<file path="src/rtl/usb_tx_line_encoder.sv">
module usb_tx_line_encoder #(
  parameter int BYTE_W  = 8,
  parameter int RUN_MAX = 6
) (
  input  logic              clk,
  input  logic              rst_n,
  input  logic [BYTE_W-1:0] tx_data,
  input  logic              tx_valid,
  input  logic [1:0]        op_mode,
  output logic              tx_ready,
  output logic              line_dp,
  output logic              line_dm,
  output logic              line_oe
);
  localparam int IW = (BYTE_W > 1) ? $clog2(BYTE_W) : 1;
  localparam int OW = $clog2(RUN_MAX + 1);
  localparam logic [IW-1:0] LAST = IW'(BYTE_W - 1);
  localparam logic [OW-1:0] RUN  = OW'(RUN_MAX);
  localparam logic [1:0] LS_J = 2'b10, LS_K = 2'b01, LS_SE0 = 2'b00;

  typedef enum logic [1:0] {ST_IDLE, ST_SYNC, ST_DATA, ST_EOP} state_t;

  state_t            st;
  logic [BYTE_W-1:0] shreg;
  logic [IW-1:0]     bidx;
  logic [OW-1:0]     ones;
  logic              lvl, byp, drain, oe_q;
  logic [1:0]        eop_n, ls_q;

  wire nodrive  = op_mode[0];
  wire in_bits  = (st == ST_SYNC) || (st == ST_DATA);
  wire stuff    = (st == ST_DATA) && !byp && (ones == RUN);
  wire cur_bit  = (st == ST_SYNC) ? (bidx == LAST) : (!stuff && shreg[0]);
  wire refill   = in_bits && !stuff && !drain && (bidx == LAST);
  wire lvl_nxt  = byp ? cur_bit : (cur_bit ? lvl : !lvl);
  wire [OW-1:0] ones_nxt = cur_bit ? ones + 1'b1 : '0;
  wire end_stuff = !byp && (ones_nxt == RUN);

  assign tx_ready = refill && tx_valid && !nodrive;
  assign line_oe  = oe_q && !nodrive;
  assign {line_dp, line_dm} = ls_q;

  always_ff @(posedge clk or negedge rst_n) begin
    if (!rst_n) begin
      st <= ST_IDLE; shreg <= '0; bidx <= '0; ones <= '0; lvl <= 1'b1;
      byp <= 1'b0; drain <= 1'b0; oe_q <= 1'b0; eop_n <= '0; ls_q <= LS_J;
    end else if (nodrive) begin
      st <= ST_IDLE; oe_q <= 1'b0; ls_q <= LS_J; lvl <= 1'b1;
      bidx <= '0; ones <= '0; drain <= 1'b0; eop_n <= '0;
    end else begin
      case (st)
        ST_IDLE: begin
          oe_q <= 1'b0; ls_q <= LS_J; lvl <= 1'b1;
          bidx <= '0; ones <= '0; drain <= 1'b0; eop_n <= '0;
          if (tx_valid) begin
            st  <= ST_SYNC;
            byp <= op_mode[1];
          end
        end
        ST_SYNC, ST_DATA: begin
          oe_q <= 1'b1;
          lvl  <= lvl_nxt;
          ls_q <= lvl_nxt ? LS_J : LS_K;
          ones <= byp ? '0 : ones_nxt;
          if (stuff) begin
            if (drain) st <= ST_EOP;
          end else begin
            bidx  <= (bidx == LAST) ? '0 : bidx + 1'b1;
            shreg <= shreg >> 1;
            if (bidx == LAST) begin
              if (tx_valid) begin
                shreg <= tx_data;
                st    <= ST_DATA;
              end else if (end_stuff) begin
                drain <= 1'b1;
              end else begin
                st <= ST_EOP;
              end
            end
          end
        end
        ST_EOP: begin
          oe_q  <= 1'b1;
          eop_n <= eop_n + 1'b1;
          if (eop_n == 2'd2) begin
            ls_q <= LS_J;
            st   <= ST_IDLE;
          end else begin
            ls_q <= LS_SE0;
          end
        end
        default: st <= ST_IDLE;
      endcase
    end
  end

  assert_ready_loads_R3: assert property (@(posedge clk) disable iff (!rst_n)
    tx_ready |=> (st == ST_DATA) && (bidx == '0));

  assert_stuff_toggles_R5: assert property (@(posedge clk) disable iff (!rst_n)
    (stuff && !nodrive) |=> (ls_q != $past(ls_q)));

  assert_run_bound_R5: assert property (@(posedge clk) disable iff (!rst_n)
    ones <= RUN);

  assert_eop_se0_R6: assert property (@(posedge clk) disable iff (!rst_n)
    (st == ST_EOP && eop_n != 2'd2 && !nodrive) |=> (ls_q == LS_SE0));

  assert_release_R8: assert property (@(posedge clk) disable iff (!rst_n)
    nodrive |=> (!oe_q && st == ST_IDLE));

  assert_mode_held_R9: assert property (@(posedge clk) disable iff (!rst_n)
    in_bits |=> (byp == $past(byp)));
endmodule

</file>
<file path="config.mk">
export PLATFORM = sky130hd
export DESIGN_NAME = usb_tx_line_encoder
export DESIGN_NICKNAME = d
export VERILOG_FILES = /design/src/rtl/usb_tx_line_encoder.sv
export SDC_FILE = /design/constraint.sdc
export NUM_CORES = 1
export LEC_CHECK = 0
export BUFFER_PORTS_ARGS = -buffer_cell sky130_fd_sc_hd__buf_4
export CAP_MARGIN = 10
export CORE_ASPECT_RATIO = 0.7
export CORE_UTILIZATION = 45
export CTS_BUF_LIST = sky130_fd_sc_hd__clkbuf_2 sky130_fd_sc_hd__clkbuf_4 sky130_fd_sc_hd__clkbuf_8
export DETAILED_ROUTE_END_ITERATION = 10
export GPL_TIMING_DRIVEN = 0
export PLACE_DENSITY = 0.6
export SYNTH_ARGS = -nofsm -noshare
export SYNTH_HDL_FRONTEND = slang
export SYNTH_SLANG_ARGS = --single-unit
</file>
<file path="constraint.sdc">
create_clock -name clk -period 2.8 [get_ports clk]
set_input_delay 0.14 -clock clk [delete_from_list [all_inputs] [get_ports clk]]
set_output_delay 0.14 -clock clk [all_outputs]
set_load 0.05 [all_outputs]
</file>
Word-level counts from Yosys, hierarchy flattened
Cells that the tools add are included.
{"block": "word_totals", "regBits": 24, "input_bits": 13, "out_inout_bits": 4, "word_cells": 95}
{"block": "op_classes", "add_sub_neg": 3, "n_eq_ne": 16, "muxes": 38, "bitwise_logic": 2, "reduce_logical": 26}
{"operator": "$mux W2", "n": 12}
{"operator": "$mux W3", "n": 6}
{"operator": "$ne A3 B3 Y1 const B", "n": 6}
{"operator": "$mux W8", "n": 2}
{"operator": "$pmux W2 S3", "n": 2}
{"operator": "$pmux W3 S2", "n": 2}
{"operator": "$logic_and A1 B1 Y1", "n": 10}
{"operator": "$mux W1", "n": 10}
{"operator": "$reduce_and A5 Y1", "n": 2}
{"operator": "$eq A3 B3 Y1 const B", "n": 3}
{"operator": "$ne A4 B4 Y1 const B", "n": 2}
{"operator": "$add A3 B1 Y3 const B", "n": 2}
{"operator": "$eq A2 B2 Y1 const B", "n": 3}
{"operator": "$pmux W1 S2", "n": 3}
{"operator": "$reduce_and A3 Y1", "n": 2}
{"operator": "$reduce_bool A3 Y1", "n": 2}
{"operator": "$logic_not A1 Y1", "n": 5}
{"operator": "$ne A5 B5 Y1 const B", "n": 1}
{"operator": "$pmux W2 S2", "n": 1}
{"operator": "$reduce_or A3 Y1", "n": 1}
{"operator": "$add A2 B1 Y2 const B", "n": 1}
{"operator": "$eq A2 B1 Y1 const B", "n": 1}
{"operator": "$logic_not A2 Y1", "n": 1}
{"operator": "$not A1 Y1", "n": 2}
{"operator": "3 further kinds", "n": 3}

Depth between registers and ports, before layout
Gate-level depths: netlist of the first run.
{"block": "depth", "depth_word": 15, "mapped_depth": 8, "depth_no_buf": 7}

Least setup slack after synthesis of the first run
Ideal clock, no wire load.
{"block": "synth_timing", "kind": "register -> output", "from": "register st[0]", "to": "output port tx_ready", "arrival_ps": 1977, "slack_ps": 683, "path_stages_with_launch": 7, "path_cell_list": "dfrtp_1 > inv_1 > ha_1 > nor2b_1 > nand2_1 > buf_4 > nor3_2"}
{"block": "synth_between", "elab_chain_len": 9}
{"item": "from (decl)", "line": "23", "text": "state_t st;"}
{"item": "from (signal assigned)", "line": "45", "text": "st <= ST_IDLE; shreg <= '0; bidx <= '0; ones <= '0; lvl <= 1'b1;"}
{"item": "from (signal assigned)", "line": "48", "text": "st <= ST_IDLE; oe_q <= 1'b0; ls_q <= LS_J; lvl <= 1'b1;"}
{"item": "from (signal assigned)", "line": "56", "text": "st <= ST_SYNC;"}
{"item": "$eq A2 B2 Y1", "line": "31, 32"}
{"item": "$logic_and A1 B1 Y1 (2 in a row)", "line": "32", "text": "wire stuff = (st == ST_DATA) && !byp && (ones == RUN);"}
{"item": "$logic_not A1 Y1", "line": "34", "text": "wire refill = in_bits && !stuff && !drain && (bidx == LAST);"}
{"item": "$logic_and A1 B1 Y1 (*) (3 in a row)", "line": "34"}
{"item": "$logic_and A1 B1 Y1 (*) (2 in a row)", "line": "39", "text": "assign tx_ready = refill && tx_valid && !nodrive;"}
{"item": "to (decl)", "line": "10", "text": "output logic tx_ready,"}
Every way passes the cells marked *; elsewhere a longest branch is shown, timed or not.

Final worst setup path of the first run
Ends and elaborated chain as after synthesis.

==> impl_metrics.env, run 1 <==
export IMPL_pre_cts_ws_ns=0.6753
export IMPL_p_leak_nw=0.8044
export IMPL_drt_initial_drc_count=38
export IMPL_grt_pass1_wl_um=5216
export IMPL_die_h_um=48.46
export IMPL_wl_per_cell_um=14.47
export IMPL_worst_hold_path_type="primary input to register"
export IMPL_drv_slew=0
export IMPL_synth_fp_nets=166
export IMPL_slowest_stage="dfrtp_1"
export IMPL_critical_path_endpoint_type="output port"
export IMPL_slew_headroom=0.6544
export IMPL_vias=1096
export IMPL_cpLargestDelayFamily="simple AND/OR/NAND/NOR gates"
export IMPL_gr_max_usage_layer="met2"
export IMPL_status="completed"
export IMPL_start_util=0.4847
export IMPL_clk_pin_slew_ns=0.08
export IMPL_finalWirelength_um=2908
export IMPL_yosysSeqAreaShare=0.4346
export IMPL_stdcell_count=201
export IMPL_clock_latency_ns=0.26
export IMPL_area_growth_pct=16.14
export IMPL_ys_ff_latch=24
export IMPL_use_met1=0.3146
export IMPL_crit_path_frequent_cell="buf_4"
export IMPL_die_w_um=68.37
export IMPL_period_needed_ns=2.417
export IMPL_start_kind="register"
export IMPL_numPlacedInstances=196
export IMPL_clock_sinks=24
export IMPL_pin_count=17
export IMPL_first_pass_iters=4
export IMPL_cts_resized=0
export IMPL_synth_cell_type_count=40
export IMPL_hpwl_um=2274
export IMPL_use_met2=0.3154
export IMPL_ys_warn_count=0
export IMPL_timing_worst_setup_path_type="register to output port"
export IMPL_irDropWorstVdd_mv=0.2679
export IMPL_grt_pass1_vias=1088
export IMPL_slowest_delay_ns=0.40
export IMPL_tightest_slew_ns=0.5184
export IMPL_die_area_um2=3313
export IMPL_fmax_mhz=413.7
export IMPL_overflow=0
export IMPL_cts_root_buffer="clkbuf_8"
export IMPL_avgSynthCellArea_um2=9.636
export IMPL_h_tree_depth=1
export IMPL_postCtsSetupBuffers=0
export IMPL_numCtsBuffers=3
export IMPL_path_buf_inv=3
export IMPL_worst_slack_ns=0.3830
export IMPL_syn_inst=144
export IMPL_drc_errors=0
export IMPL_fillerInstances=268
export IMPL_p_total_mw=0.8012
export IMPL_drive_gt1_frac=0.2182
export IMPL_hold_viol=0
export IMPL_place_congestion=0.7576
export IMPL_power_density_nw_per_um2=497.1
export IMPL_grt_util_all_layers=0.2139
export IMPL_syn_cell_area_um2=1388
export IMPL_nets=188
export IMPL_fp_coreArea_um2=2863
export IMPL_antenna_cells=0
export IMPL_ant_nets=0
export IMPL_antenna_found_initial=0
export IMPL_max_cap_viol_count=0
export IMPL_worstPathCellList="inv_1 > ha_1 > nor2b_1 > nand2_1 > buf_4 > nor3_2 > buf_4"
export IMPL_io_buffers=16
export IMPL_hold_buffers=1
export IMPL_crit_arrival_ns=2.28
export IMPL_grt_max_degree=25
export IMPL_worstPathRequired_ns=2.66
export IMPL_finalSetupTns_ns=0
export IMPL_cp_max_fo=10
export IMPL_period_share=0.8632
export IMPL_cts_tree="done"
export IMPL_rsz0062_at_grt="false"
export IMPL_grt_util_met3=0.05660
export IMPL_finClkSkew_ns=0.003767
export IMPL_core_rowCount=16
export IMPL_viasPerCell=5.453
export IMPL_setup_viol=0
export IMPL_clockBufferDepth=2
[sequential cells by signal, indices dropped and copies added, names as in the netlist]
signal / flops
drain: 1
lvl: 1
byp: 1
oe_q: 1
ones: 3
ls_q: 2
st: 2
shreg: 8
eop_n: 2
bidx: 3
[final timing paths]
check | from | endpoint | slack, ns | depth (start not counted)
max in group asynchronous | rst_n | ls_q[1]$_DFF_PN1_ | 2.22 | 2
setup / recovery | st[0]$_DFFE_PN0P_ | tx_ready | 0.38 | 7
hold reg to reg | shreg[4]$_DFFE_PN0P_ | shreg[4]$_DFFE_PN0P_ | 0.49 | 2
hold / removal | op_mode[1] | byp$_DFFE_PN0P_ | 0.11 | 2
min in group asynchronous | rst_n | ls_q[0]$_DFF_PN0_ | 0.30 | 2
setup reg to reg | st[0]$_DFFE_PN0P_ | shreg[7]$_DFFE_PN0P_ | 0.89 | 7
[cell usage in the layout (no fill, tap or decap), drive strengths merged, types with 2 or more instances in the layout]
master   count
a21o         2
a21oi        5
a22oi        3
buf         19
clkbuf       5
dfrtp       22
dfstp        2
ha           9
inv          7
mux2i        7
nand2       25
nand2b       2
nand3        4
nor2        14
nor2b        2
nor3         6
o2111ai      2
o21ai       13
[Yosys cell counts (all sizes together)]
library cell,count,share of area
a21oi,5,0.029
xor2,1,0.0063
nand4b,1,0.017
o22ai,1,0.0045
nand3,4,0.014
and4b,1,0.0099
mux2,1,0.0081
nand2,25,0.069
and2b,1,0.0054
mux2i,7,0.050
a22oi,3,0.016
nand2b,2,0.014
nor3,6,0.032
a2bb2oi,1,0.0063
nor4,1,0.0045
o31ai,1,0.0054
nor4b,1,0.011
nand3b,1,0.0054
dfrtp,22,0.40
o21ai,13,0.047
dfstp,2,0.038
nor2,14,0.038
ha,9,0.081
buf,3,0.013
o2111ai,2,0.013
and2,1,0.0045
clkbuf,1,0.0027
a21o,2,0.011
nor2b,2,0.0090
o211ai,1,0.0054
o31a,1,0.0063
inv,7,0.019
xnor2,1,0.0063
[area by class of cell]
cell class	instances	area (um^2)	share of cell area
flip-flops and latches	24	603.1	0.3742
plain buffers	4	21.27	0.01320
well taps	36	45.04	0.02795
inverters	7	26.28	0.01630
multi-input cells	109	737.0	0.4573
repair buffers	17	130.1	0.08075
clock buffers	4	48.80	0.03028
[worst register-to-register path: stages (launching register included)]
cell,delay [ns]
dfrtp_1,0.40
inv_1,0.10
ha_1,0.32
nor2b_1,0.33
nand2_1,0.24
buf_4,0.24
nand2_1,0.06
o21ai_0,0.09
[cells by family after synthesis]
| group | Yosys count | share of synthesized area |
|---|---|---|
| and+or+nand+nor | 60 | 0.2354 |
| AOI/OAI and AO/OA | 30 | 0.1434 |
| DFF | 24 | 0.4346 |
| buffers and inverters | 11 | 0.03427 |
| adders and majority gates | 9 | 0.08116 |
| muxes | 8 | 0.05861 |
| xor gates and xnor gates | 2 | 0.01263 |
[layer usage]
metal  routed length [um]  vias to the layer above
met5                    0                        -
met4                   25                        0
met3                  149                        5
met2                 1340                       21
met1                 1392                      531
li1                     -                      539
[where the power goes]
group / switching (mW) / internal [mW] / total (mW)
combinational: 0.123 / 0.0735 / 0.196
clock: 0.102 / 0.111 / 0.213
sequential: 0.0205 / 0.371 / 0.392
[metrics by stage]
| step | util | cell area (um^2) | hold slack (ns) |
|---|---|---|---|
| global placement | 0.5424 | 1553 | 0.05280 |
| global route | 0.5629 | 1612 | 0.1062 |
| CTS | 0.5629 | 1612 | 0.1065 |
| floorplan | - | 1388 | -0.1556 |
| detailed placement | 0.5424 | 1553 | 0.05622 |
| finish | 0.5629 | 1612 | 0.1098 |
No activity file was read; power rests on OpenSTA's default activity.
==> run 2: changes to the inputs <==
CORE_UTILIZATION = 64   (was 45)
PLACE_DENSITY = 0.83   (was 0.6)
SETUP_SLACK_MARGIN = 0.4   (was default)
SLEW_MARGIN = 20   (was default)
==> run 2 against run 1 <==
  * Core utilization up 25 points
  * Largest cell class unchanged
  * Global-route usage up 7.8 points
  * Power down 2.1%
  * Setup slack better by 0.19 ns
  * Largest power group unchanged
  * Wire length up 6.0%
  * The run now ends with DRC left
  * Hold slack worse by 0.055 ns
  * Clock-buffer cell count unchanged
  * Clock power down 14%
  * Maximum frequency up 8.7%
  * Die area down 29%
  * Clock skew up 0.0012 ns
  * Register-to-register slack better by 0.05 ns
==> impl_metrics.env, run 2 (synthesis gave the netlist of run 1 again) <==
export IMPL_drive_gt1_frac=0.2303
export IMPL_area_growth_pct=14.70
export IMPL_nets=188
export IMPL_cts_root_buffer="clkbuf_4"
export IMPL_clock_sinks=24
export IMPL_core_rowCount=13
export IMPL_violations="DRC"
export IMPL_wl_per_cell_um=16.49
export IMPL_fp_coreArea_um2=1952
export IMPL_max_cap_viol_count=0
export IMPL_worst_hold_path_type="primary input to register"
export IMPL_final_cell_mix="23 x nand2_1, 22 x dfrtp_1, 17 x buf_4, 14 x nor2_1, 12 x o21ai_0"
export IMPL_fin_util=0.8154
export IMPL_final_common_cell="nand2_1"
export IMPL_status="finished, violations left"
export IMPL_h_tree_depth=1
export IMPL_cell_internal_pwr_mw=0.5288
export IMPL_worstPathRequired_ns=2.66
export IMPL_overflow=0
export IMPL_postLayoutCellArea_um2=1592
export IMPL_timing_worst_setup_path_type="register to output port"
export IMPL_finalSetupTns_ns=0
export IMPL_clock_latency_ns=0.32
export IMPL_grt_util_all_layers=0.2915
export IMPL_irDropWorstVdd_mv=0.3682
export IMPL_pwr_share_clk=0.235
export IMPL_drv_slew=0
export IMPL_period_share=0.7940
export IMPL_grt_pass1_wl_um=4726
export IMPL_postCtsSetupBuffers=0
export IMPL_viasPerCell=5.840
export IMPL_regMostFlops="shreg"
export IMPL_drt_initial_drc_count=79
export IMPL_setup_viol=0
export IMPL_die_area_um2=2361
export IMPL_p_sw_mw=0.2559
export IMPL_placed_cell_area_um2=1535
export IMPL_vias=1092
export IMPL_fmax_mhz=449.8
export IMPL_grt_max_degree=25
export IMPL_hpwl_um=2328
export IMPL_hold_viol=0
export IMPL_numCtsBuffers=3
export IMPL_ant_nets=0
export IMPL_pwr_share_comb=0.263
export IMPL_p_sw_frac=0.3261
export IMPL_top_regs="shreg x8, bidx x3, ones x3"
export IMPL_pre_cts_ws_ns=0.7127
export IMPL_clockBufferDepth=2
export IMPL_place_congestion=0.8394
export IMPL_finClkSkew_ns=0.005013
export IMPL_cp_max_fo=10
export IMPL_critical_path_endpoint_type="output port"
export IMPL_drc_errors=1
export IMPL_finalWirelength_um=3083
export IMPL_first_pass_iters=7
export IMPL_power_density_nw_per_um2=493.0
export IMPL_tightest_slew_ns=0.5065
export IMPL_largest_register_ffs=8
export IMPL_p_leak_nw=0.8026
export IMPL_grt_pass1_vias=1027
export IMPL_io_buffers=16
export IMPL_seqPwrFrac=0.502
export IMPL_die_w_um=57.66
export IMPL_fillerInstances=117
export IMPL_die_h_um=40.96
export IMPL_antenna_cells=0
export IMPL_period_needed_ns=2.223
export IMPL_pin_count=17
export IMPL_cts_tree="done"
export IMPL_crit_arrival_ns=2.08
export IMPL_clk_pin_slew_ns=0.12
export IMPL_rsz0062_at_grt="false"
export IMPL_antenna_found_initial=0
export IMPL_start_kind="register"
export IMPL_worst_slack_ns=0.5768
export IMPL_slew_headroom=0.6623
export IMPL_start_util=0.7109
## run 2: through the flow
| stage | hold slack (ns) | cells | power (mW) |
|---|---|---|---|
| floorplan | -0.1556 | 144 | 0.5266 |
| global placement | 0.04963 | 182 | 0.5816 |
| detailed placement | 0.05491 | 182 | 0.5954 |
| CTS | 0.04673 | 187 | 0.7755 |
| global route | 0.04727 | 187 | 0.8164 |
| finish | 0.05440 | 187 | 0.7847 |
## run 2: final cells by class
| cell class | instances | area (um^2) | share of cell area |
|---|---|---|---|
| buffer | 4 | 21.27 | 0.01336 |
| inverter | 7 | 26.28 | 0.01651 |
| sequential | 24 | 603.1 | 0.3789 |
| tap | 22 | 27.53 | 0.01730 |
| timing repair buffer | 17 | 130.1 | 0.08176 |
| multi-input combinational | 109 | 747.0 | 0.4693 |
| clock buffer | 4 | 36.28 | 0.02280 |
## run 2: power groups by stage
| stage | Clock, mW | Sequential (mW) | Combinational [mW] |
|---|---|---|---|
| finish | 0.184 | 0.394 | 0.206 |
| CTS | 0.183 | 0.393 | 0.199 |
| detailed placement | 0 | 0.400 | 0.195 |
| global route | 0.195 | 0.396 | 0.225 |
| global placement | 0 | 0.398 | 0.184 |
| floorplan | 0 | 0.407 | 0.119 |
## run 2: what timing repair did
item / in CTS / in global routing
hold buffers: 1 / 0
setup endpoints to repair: 1 / 1
gates cloned: 0 / 0
resized for setup: 1 / 2
endpoints found under the hold margin: 24 / 0
## run 2: path summary, 6_finish.rpt
check                                     start                    to  slack, ns  depth (start not counted)
setup / recovery              st[0]$_DFFE_PN0P_              tx_ready       0.58                          7
hold / removal                       op_mode[1]       byp$_DFFE_PN0P_       0.05                          2
setup reg to reg              st[0]$_DFFE_PN0P_     st[1]$_DFFE_PN0P_       0.94                          8
hold reg to reg            shreg[3]$_DFFE_PN0P_  shreg[3]$_DFFE_PN0P_       0.50                          2
max in group asynchronous                 rst_n       lvl$_DFFE_PN1P_       2.29                          2
min in group asynchronous                 rst_n  shreg[5]$_DFFE_PN0P_       0.23                          2
## run 2: routing by layer
layer / vias up / global-route usage / routed length [um]
li1: 546 / - / -
met1: 508 / 0.3543 / 1364
met2: 32 / 0.5291 / 1508
met3: 6 / 0.06625 / 157
met4: 0 / 0.1131 / 52
met5: - / 0 / 0
## run 2: worst max-delay path, stage by stage, from the launching register on
cell and delay (ns):
dfrtp_1 0.43, inv_1 0.11, ha_1 0.33, nor2b_4 0.20, nand2_2 0.13, buf_4 0.20, nor3_2 0.14, buf_4 0.22
